==> src/rtl/sbc_pkg.sv <==
package sbc_pkg;
  typedef enum logic [1:0] {
    CMD_IDLE  = 2'd0,
    CMD_DESEL = 2'd1,
    CMD_READ  = 2'd2,
    CMD_WRITE = 2'd3
  } cmd_e;
endpackage

==> src/rtl/sbc_lanes.sv <==
module sbc_lanes #(
  parameter int LANES = 4
) (
  input  logic             clk_i,
  input  logic             rst_ni,
  input  logic             gw_n_i,
  input  logic             bwe_n_i,
  input  logic [LANES-1:0] bw_n_i,
  output logic             wr_req_o,
  output logic [LANES-1:0] lane_we_o
);
  always_comb begin
    if (!gw_n_i)       lane_we_o = '1;
    else if (!bwe_n_i) lane_we_o = ~bw_n_i;
    else               lane_we_o = '0;
  end

  assign wr_req_o = !gw_n_i || (!bwe_n_i && !(&bw_n_i));

  a_r6_global_all_lanes: assert property (@(posedge clk_i) disable iff (!rst_ni)
    !gw_n_i |-> (&lane_we_o));
  a_r5_no_enable_reads: assert property (@(posedge clk_i) disable iff (!rst_ni)
    (gw_n_i && bwe_n_i) |-> (!wr_req_o && lane_we_o == '0));
endmodule

==> src/rtl/sbc_decode.sv <==
module sbc_decode
  import sbc_pkg::*;
(
  input  logic clk_i,
  input  logic rst_ni,
  input  logic ce_n_i,
  input  logic ce2_i,
  input  logic ce3_n_i,
  input  logic adsp_n_i,
  input  logic adsc_n_i,
  input  logic adv_n_i,
  input  logic wr_req_i,
  input  logic zz_i,
  input  logic burst_act_i,
  output cmd_e cmd_o,
  output logic seq_load_o,
  output logic seq_adv_o
);
  logic sel, adsp_go, start;

  assign sel     = !ce_n_i && ce2_i && !ce3_n_i;
  assign adsp_go = !adsp_n_i && !ce_n_i;   // processor strobe masked by primary enable
  assign start   = adsp_go || !adsc_n_i;

  always_comb begin
    cmd_o      = CMD_IDLE;
    seq_load_o = 1'b0;
    seq_adv_o  = 1'b0;
    if (!zz_i) begin
      if (start) begin
        if (!sel) cmd_o = CMD_DESEL;
        else begin
          seq_load_o = 1'b1;
          cmd_o      = (adsp_go || !wr_req_i) ? CMD_READ : CMD_WRITE;
        end
      end else if (burst_act_i) begin
        seq_adv_o = !adv_n_i;
        cmd_o     = wr_req_i ? CMD_WRITE : CMD_READ;
      end
    end
  end

  a_r3_adsp_reads: assert property (@(posedge clk_i) disable iff (!rst_ni)
    (!zz_i && !ce_n_i && !adsp_n_i) |-> (cmd_o != CMD_WRITE));
  a_r2_adsp_masked: assert property (@(posedge clk_i) disable iff (!rst_ni)
    (!zz_i && ce_n_i && adsc_n_i && !burst_act_i) |-> (cmd_o == CMD_IDLE && !seq_load_o));
  a_r1_unselected_start: assert property (@(posedge clk_i) disable iff (!rst_ni)
    (!zz_i && !adsc_n_i && !(!ce_n_i && ce2_i && !ce3_n_i)) |-> (cmd_o == CMD_DESEL && !seq_load_o));
  a_r10_snooze_quiet: assert property (@(posedge clk_i) disable iff (!rst_ni)
    zz_i |-> (!seq_load_o && !seq_adv_o && cmd_o == CMD_IDLE));
  a_r7_cmd_exclusive: assert property (@(posedge clk_i) disable iff (!rst_ni)
    !(seq_load_o && seq_adv_o));
endmodule

==> src/rtl/sbc_array.sv <==
module sbc_array #(
  parameter int DEPTH     = 64,
  parameter int LANES     = 4,
  parameter int LANE_BITS = 8,
  localparam int AW = $clog2(DEPTH),
  localparam int LW = LANE_BITS + 1,
  localparam int DW = LANES * LW
) (
  input  logic             clk_i,
  input  logic             we_i,
  input  logic             re_i,
  input  logic [LANES-1:0] lane_we_i,
  input  logic [AW-1:0]    addr_i,
  input  logic [DW-1:0]    wdata_i,
  output logic [DW-1:0]    rdata_o
);
  for (genvar l = 0; l < LANES; l++) begin : g_lane
    logic [LW-1:0] mem [DEPTH];
    always_ff @(posedge clk_i) begin
      if (we_i && lane_we_i[l]) mem[addr_i] <= wdata_i[l*LW +: LW];
      if (re_i)                 rdata_o[l*LW +: LW] <= mem[addr_i];
    end
  end
endmodule

==> src/rtl/sbc_top.sv <==
module sbc_top
  import sbc_pkg::*;
#(
  parameter int DEPTH     = 64,
  parameter int LANES     = 4,
  parameter int LANE_BITS = 8,
  localparam int AW = $clog2(DEPTH),
  localparam int DW = LANES * (LANE_BITS + 1)
) (
  input  logic             clk_i,
  input  logic             rst_ni,
  input  logic [AW-1:0]    addr_i,
  input  logic             ce_n_i,
  input  logic             ce2_i,
  input  logic             ce3_n_i,
  input  logic             adsp_n_i,
  input  logic             adsc_n_i,
  input  logic             adv_n_i,
  input  logic             gw_n_i,
  input  logic             bwe_n_i,
  input  logic [LANES-1:0] bw_n_i,
  input  logic [DW-1:0]    wdata_i,
  input  logic             oe_n_i,
  input  logic             zz_i,
  input  logic [AW-1:0]    seq_addr_i,
  output logic             seq_load_o,
  output logic             seq_adv_o,
  output logic [AW-1:0]    seq_start_o,
  output logic [DW-1:0]    rdata_o,
  output logic             dq_oe_o
);
  cmd_e             cmd, cmd_q;
  logic             wr_req, act_q, rd_vld_q;
  logic [LANES-1:0] lane_we, lane_we_q;
  logic [DW-1:0]    wdata_q;

  sbc_lanes #(.LANES(LANES)) i_lanes (
    .clk_i, .rst_ni, .gw_n_i, .bwe_n_i, .bw_n_i,
    .wr_req_o (wr_req),
    .lane_we_o(lane_we)
  );

  sbc_decode i_decode (
    .clk_i, .rst_ni, .ce_n_i, .ce2_i, .ce3_n_i, .adsp_n_i, .adsc_n_i, .adv_n_i,
    .wr_req_i   (wr_req),
    .zz_i,
    .burst_act_i(act_q),
    .cmd_o      (cmd),
    .seq_load_o,
    .seq_adv_o
  );

  assign seq_start_o = addr_i;

  always_ff @(posedge clk_i or negedge rst_ni) begin
    if (!rst_ni) begin
      cmd_q     <= CMD_IDLE;
      act_q     <= 1'b0;
      lane_we_q <= '0;
      wdata_q   <= '0;
      rd_vld_q  <= 1'b0;
    end else begin
      cmd_q     <= cmd;
      lane_we_q <= lane_we;
      wdata_q   <= wdata_i;
      rd_vld_q  <= (cmd_q == CMD_READ);
      if (cmd == CMD_DESEL) act_q <= 1'b0;
      else if (seq_load_o)  act_q <= 1'b1;
    end
  end

  sbc_array #(.DEPTH(DEPTH), .LANES(LANES), .LANE_BITS(LANE_BITS)) i_array (
    .clk_i,
    .we_i     (cmd_q == CMD_WRITE),
    .re_i     (cmd_q == CMD_READ),
    .lane_we_i(lane_we_q),
    .addr_i   (seq_addr_i),
    .wdata_i  (wdata_q),
    .rdata_o
  );

  // bus drive is gated by the unclocked enables
  assign dq_oe_o = rd_vld_q && !oe_n_i && !zz_i;

  a_r1_desel_releases: assert property (@(posedge clk_i) disable iff (!rst_ni)
    (cmd_q == CMD_DESEL) |=> !dq_oe_o);
  a_r8_read_latency: assert property (@(posedge clk_i) disable iff (!rst_ni)
    dq_oe_o |-> $past(cmd_q == CMD_READ));
  a_r9_async_off: assert property (@(posedge clk_i) disable iff (!rst_ni)
    (oe_n_i || zz_i) |-> !dq_oe_o);
  a_r10_snooze_holds: assert property (@(posedge clk_i) disable iff (!rst_ni)
    zz_i |=> $stable(act_q));
endmodule

==> config.mk <==
export PLATFORM = sky130hd
export DESIGN_NAME = sbc_top
export DESIGN_NICKNAME = d
export VERILOG_FILES = /design/src/rtl/sbc_pkg.sv /design/src/rtl/sbc_lanes.sv /design/src/rtl/sbc_decode.sv /design/src/rtl/sbc_array.sv /design/src/rtl/sbc_top.sv
export SDC_FILE = /design/constraint.sdc
export NUM_CORES = 2
export LEC_CHECK = 0
export ABC_AREA = 1
export BUFFER_PORTS_ARGS = -buffer_cell sky130_fd_sc_hd__buf_2
export CAP_MARGIN = 30
export CORE_MARGIN = 2
export CORE_UTILIZATION = 37
export DETAILED_ROUTE_END_ITERATION = 7
export GPL_ROUTABILITY_DRIVEN = 0
export SYNTH_ARGS = -nofsm -noshare
export SYNTH_HDL_FRONTEND = slang
export SYNTH_SLANG_ARGS = --single-unit
==> constraint.sdc <==
create_clock -name clk_i -period 2.5 [get_ports clk_i]
set_input_delay 0.125 -clock clk_i [delete_from_list [all_inputs] [get_ports clk_i]]
set_output_delay 0.125 -clock clk_i [all_outputs]
set_load 0.1 [all_outputs]
==> flow_summary.yaml <==
outcome:
  outcome: "finished, violations left"
  violations: "negative setup slack"
setup_path:
  rr_worst_depth: 4
  arrival_ns: 3.16
  worstPathMaxFanout: 15
  cp.required_ns: 3.06
  setup.worst_path.end_class: "flip-flop"
  start_kind: "input port"
  path_class: "in -> reg"
timing:
  fin_worst_skew_ns: 0.0390
  slew_headroom_pct: 27.3
  max_freq_mhz: 385
  finalWorstSetupSlack_ns: -0.0996
  fin_crit_sh_pct: 104
  fin_crit_ns: 2.60
  setup_viol: 108
  fin_setup_tns_ns: -6.23
  worstMarginPinSlew_ns: 1.09
  hold_viol_final: 0
  slew_violations: 0
pwr:
  p_sw_mw: 19.3
  power_density_nw_per_um2: 725
  total_leakage_power_nw: 48.3
  power_mw: 84.4
  power.share.sequential_pct: 52.4
  p_clk_share_pct: 41.6
  p_int_mw: 65.1
  p_comb_share_pct: 6.0
  vdd_drop_max_mv: 0.751
  p_sw_share_pct: 22.8
drt:
  drtPass1Iterations: 6
  drtAntennaViolNets: 0
  vias_per_cell: 4.96
  vias: 69799
  drtIter0Drc: 7731
  wl_per_cell_um: 21.4
  wl_mm: 301
  drc: 0
grt:
  antenna_found_initial: 32
  grt_usage_pct: 21.5
  grt-ovfl-total: 0
  first_global_vias: 67560
  grt_start_max_net_pins: 136
  grt_pass1_wl_mm: 443
synthesis:
  syn_avg_cell_area_um2: 10.2
  synthAdderAreaFrac_pct: 0
  synth_cell_types: 24
  synth.largest_area_cell: "edfxtp_1"
  synth_area_leaders: "edfxtp_1, nand2_1, nor2_1"
  yosys.area.top_type_share_pct: 69.9
  synthMuxAreaShare_pct: 0
  yosys.area_share.simple_pct: 26.0
  synth_cells: 9853
  ys_seq_elements: 2384
  yosysSeqAreaShare_pct: 71.0
  netlist_area_um2: 101000
  ys_warn_count: 0
  synth_top_family_by_area: "simple AND/OR/NAND/NOR gates"
  synth_xor_area_share_pct: 0
  synth_nets: 9917
  synth_compound_area_share_pct: 0.102
clock_network:
  clk_path_buf_depth: 3
  clock_sinks: 2384
  cts_inserted_buffers: 230
  cts_root_buffer: "clkbuf_16"
  post_cts_buffers: 0
  clk_pin_slew_ns: 0.06
  h-tree-depth: 4
  clock_latency_ns: 0.90
  cts_tree: "done"
cells_and_area:
  drive_gt1_share_pct: 9.66
  post-route-util_pct: 43.0
  syn2layout_area_growth_pct: 15.7
  final_nets: 10329
  final_cells: 14069
die:
  core_area_um2: 271000
  start_util_pct: 37.2
  die_w_um: 525
  rows: 191
  die_area_um2: 276000
  ios: 109
  die_h_um: 525
placement:
  dp.final_hpwl_mm: 187
  pre_cts_slack_ns: -0.337
  port_buffers: 96
  dp.cells: 13516
run:
  maxCapViolations: 0
hold_path:
  hold_path.class: "in -> reg"
  min_path_cells: 3
-- worst max-delay path, cell delays in order --
cell	delay (ns)
dlygate4sd3_1	0.66
buf_8	0.22
inv_8	0.11
nor2_2	0.37
inv_1	0.20
nor2_4	0.23
nand2_1	0.67
nor2_1	0.31
buf_4	0.23
-- worst paths after layout --
path                                                         from                                      to  slack, ns
max                                                 seq_addr_i[2]  i_array.g_lane[2].mem[52][2]$_DFFE_PP_       -0.1
min                                                       bwe_n_i                  lane_we_q[2]$_DFF_PN0_       0.07
max reg2reg                                    cmd_q[0]$_DFF_PN0_  i_array.g_lane[1].mem[35][8]$_DFFE_PP_       0.10
min reg2reg                i_array.g_lane[3].mem[23][7]$_DFFE_PP_           i_array.rdata_o[34]$_DFFE_PP_       0.75
max in group asynchronous                                  rst_ni                   wdata_q[26]$_DFF_PN0_       1.79
min in group asynchronous                                  rst_ni                   wdata_q[20]$_DFF_PN0_       0.35
-- through the flow --
stage | cell area (um^2) | hold slack (ns)
floorplan | 101000 | -0.171
global placement | 108000 | 0.151
detailed placement | 108000 | 0.156
CTS | 116000 | 0.00711
global route | 116000 | 0.0482
finish | 116000 | 0.0669
-- sequential cells by signal, summed over array words and instances (netlist names) --
register / flops
i_array.g_lane.mem: 2304
rd_vld_q: 1
wdata_q: 36
lane_we_q: 4
act_q: 1
cmd_q: 2
i_array.rdata_o: 36
-- placed cells by master (no fill, tap or decap), drive strengths merged --
cell         instances
nand2             6524
edfxtp            2340
buf                607
nor2               353
clkbuf             294
clkinv             104
dlygate4sd3         87
dfrtp               44
inv                 35
diode               31
bufinv              24
nand3               14
o21ai               10
nor3                 9
or2                  9
clkinvlp             6
o211ai               5
o21a                 1
a21boi               1
nor3b                1
-- cell usage after synthesis --
| cell | instances |
|---|---|
| buf_1 | 13 |
| nor3b_1 | 1 |
| or2_2 | 7 |
| buf_4 | 75 |
| nand3_1 | 14 |
| a21boi_0 | 1 |
| o21ai_1 | 7 |
| nor3_1 | 1 |
| nand2_1 | 6524 |
| inv_2 | 3 |
| o21a_1 | 1 |
| o211ai_1 | 5 |
| buf_2 | 239 |
| edfxtp_1 | 2340 |
| inv_1 | 25 |
| nor2_2 | 4 |
| nor2_4 | 7 |
| nor2_1 | 342 |
| or2_1 | 2 |
| o21ai_0 | 3 |
| dfrtp_1 | 44 |
| clkbuf_1 | 142 |
| buf_6 | 45 |
| nor3_2 | 8 |
-- per-layer routing --
layer	global-route usage [%]	share of wire [%]	wire length, um	vias up
li1	-	-	-	32646
met1	28.2	41	123000	33858
met2	34.2	46	140000	2713
met3	4.45	8.2	24700	572
met4	9.67	4.6	14000	10
met5	0.260	0.020	60	-
-- power by group through the flow --
stage / sequential, mW / clock (mW) / combinational (mW)
2_1_floorplan: 45.2 / 0 / 2.80
6_report: 44.2 / 35.1 / 5.02
3_5_place_dp: 45.1 / 0 / 4.86
5_1_grt: 44.2 / 37.1 / 5.50
3_3_place_gp: 45.1 / 0 / 4.84
4_1_cts: 44.2 / 35.5 / 5.00
-- what timing repair did --
action                                  CTS  global route
resized for setup                         0             0
hold buffers                             87             0
endpoints found under the setup margin    0             0
endpoints found under the hold margin    90             0
-- cell type report --
class | instances | area [um^2]
clock buffer | 294 | 6130
sequential | 2384 | 71400
inverter | 28 | 128
tap | 3570 | 4470
timing repair buffer | 694 | 6340
antenna | 31 | 77.6
clock inverter | 141 | 1440
multi-input combinational | 6927 | 26300
fill | 25385 | 154000
-- kinds of logic (layout without fill, tap and decap cells) --
| logic type | Yosys count | count (layout) |
|---|---|---|
| simple gates | 6910 | 6910 |
| compound gates | 17 | 17 |
| buf+inv | 542 | 1157 |
| other cells | 0 | 31 |
| flops | 2384 | 2384 |
Note: power is estimated with default switching activity, not from simulation.
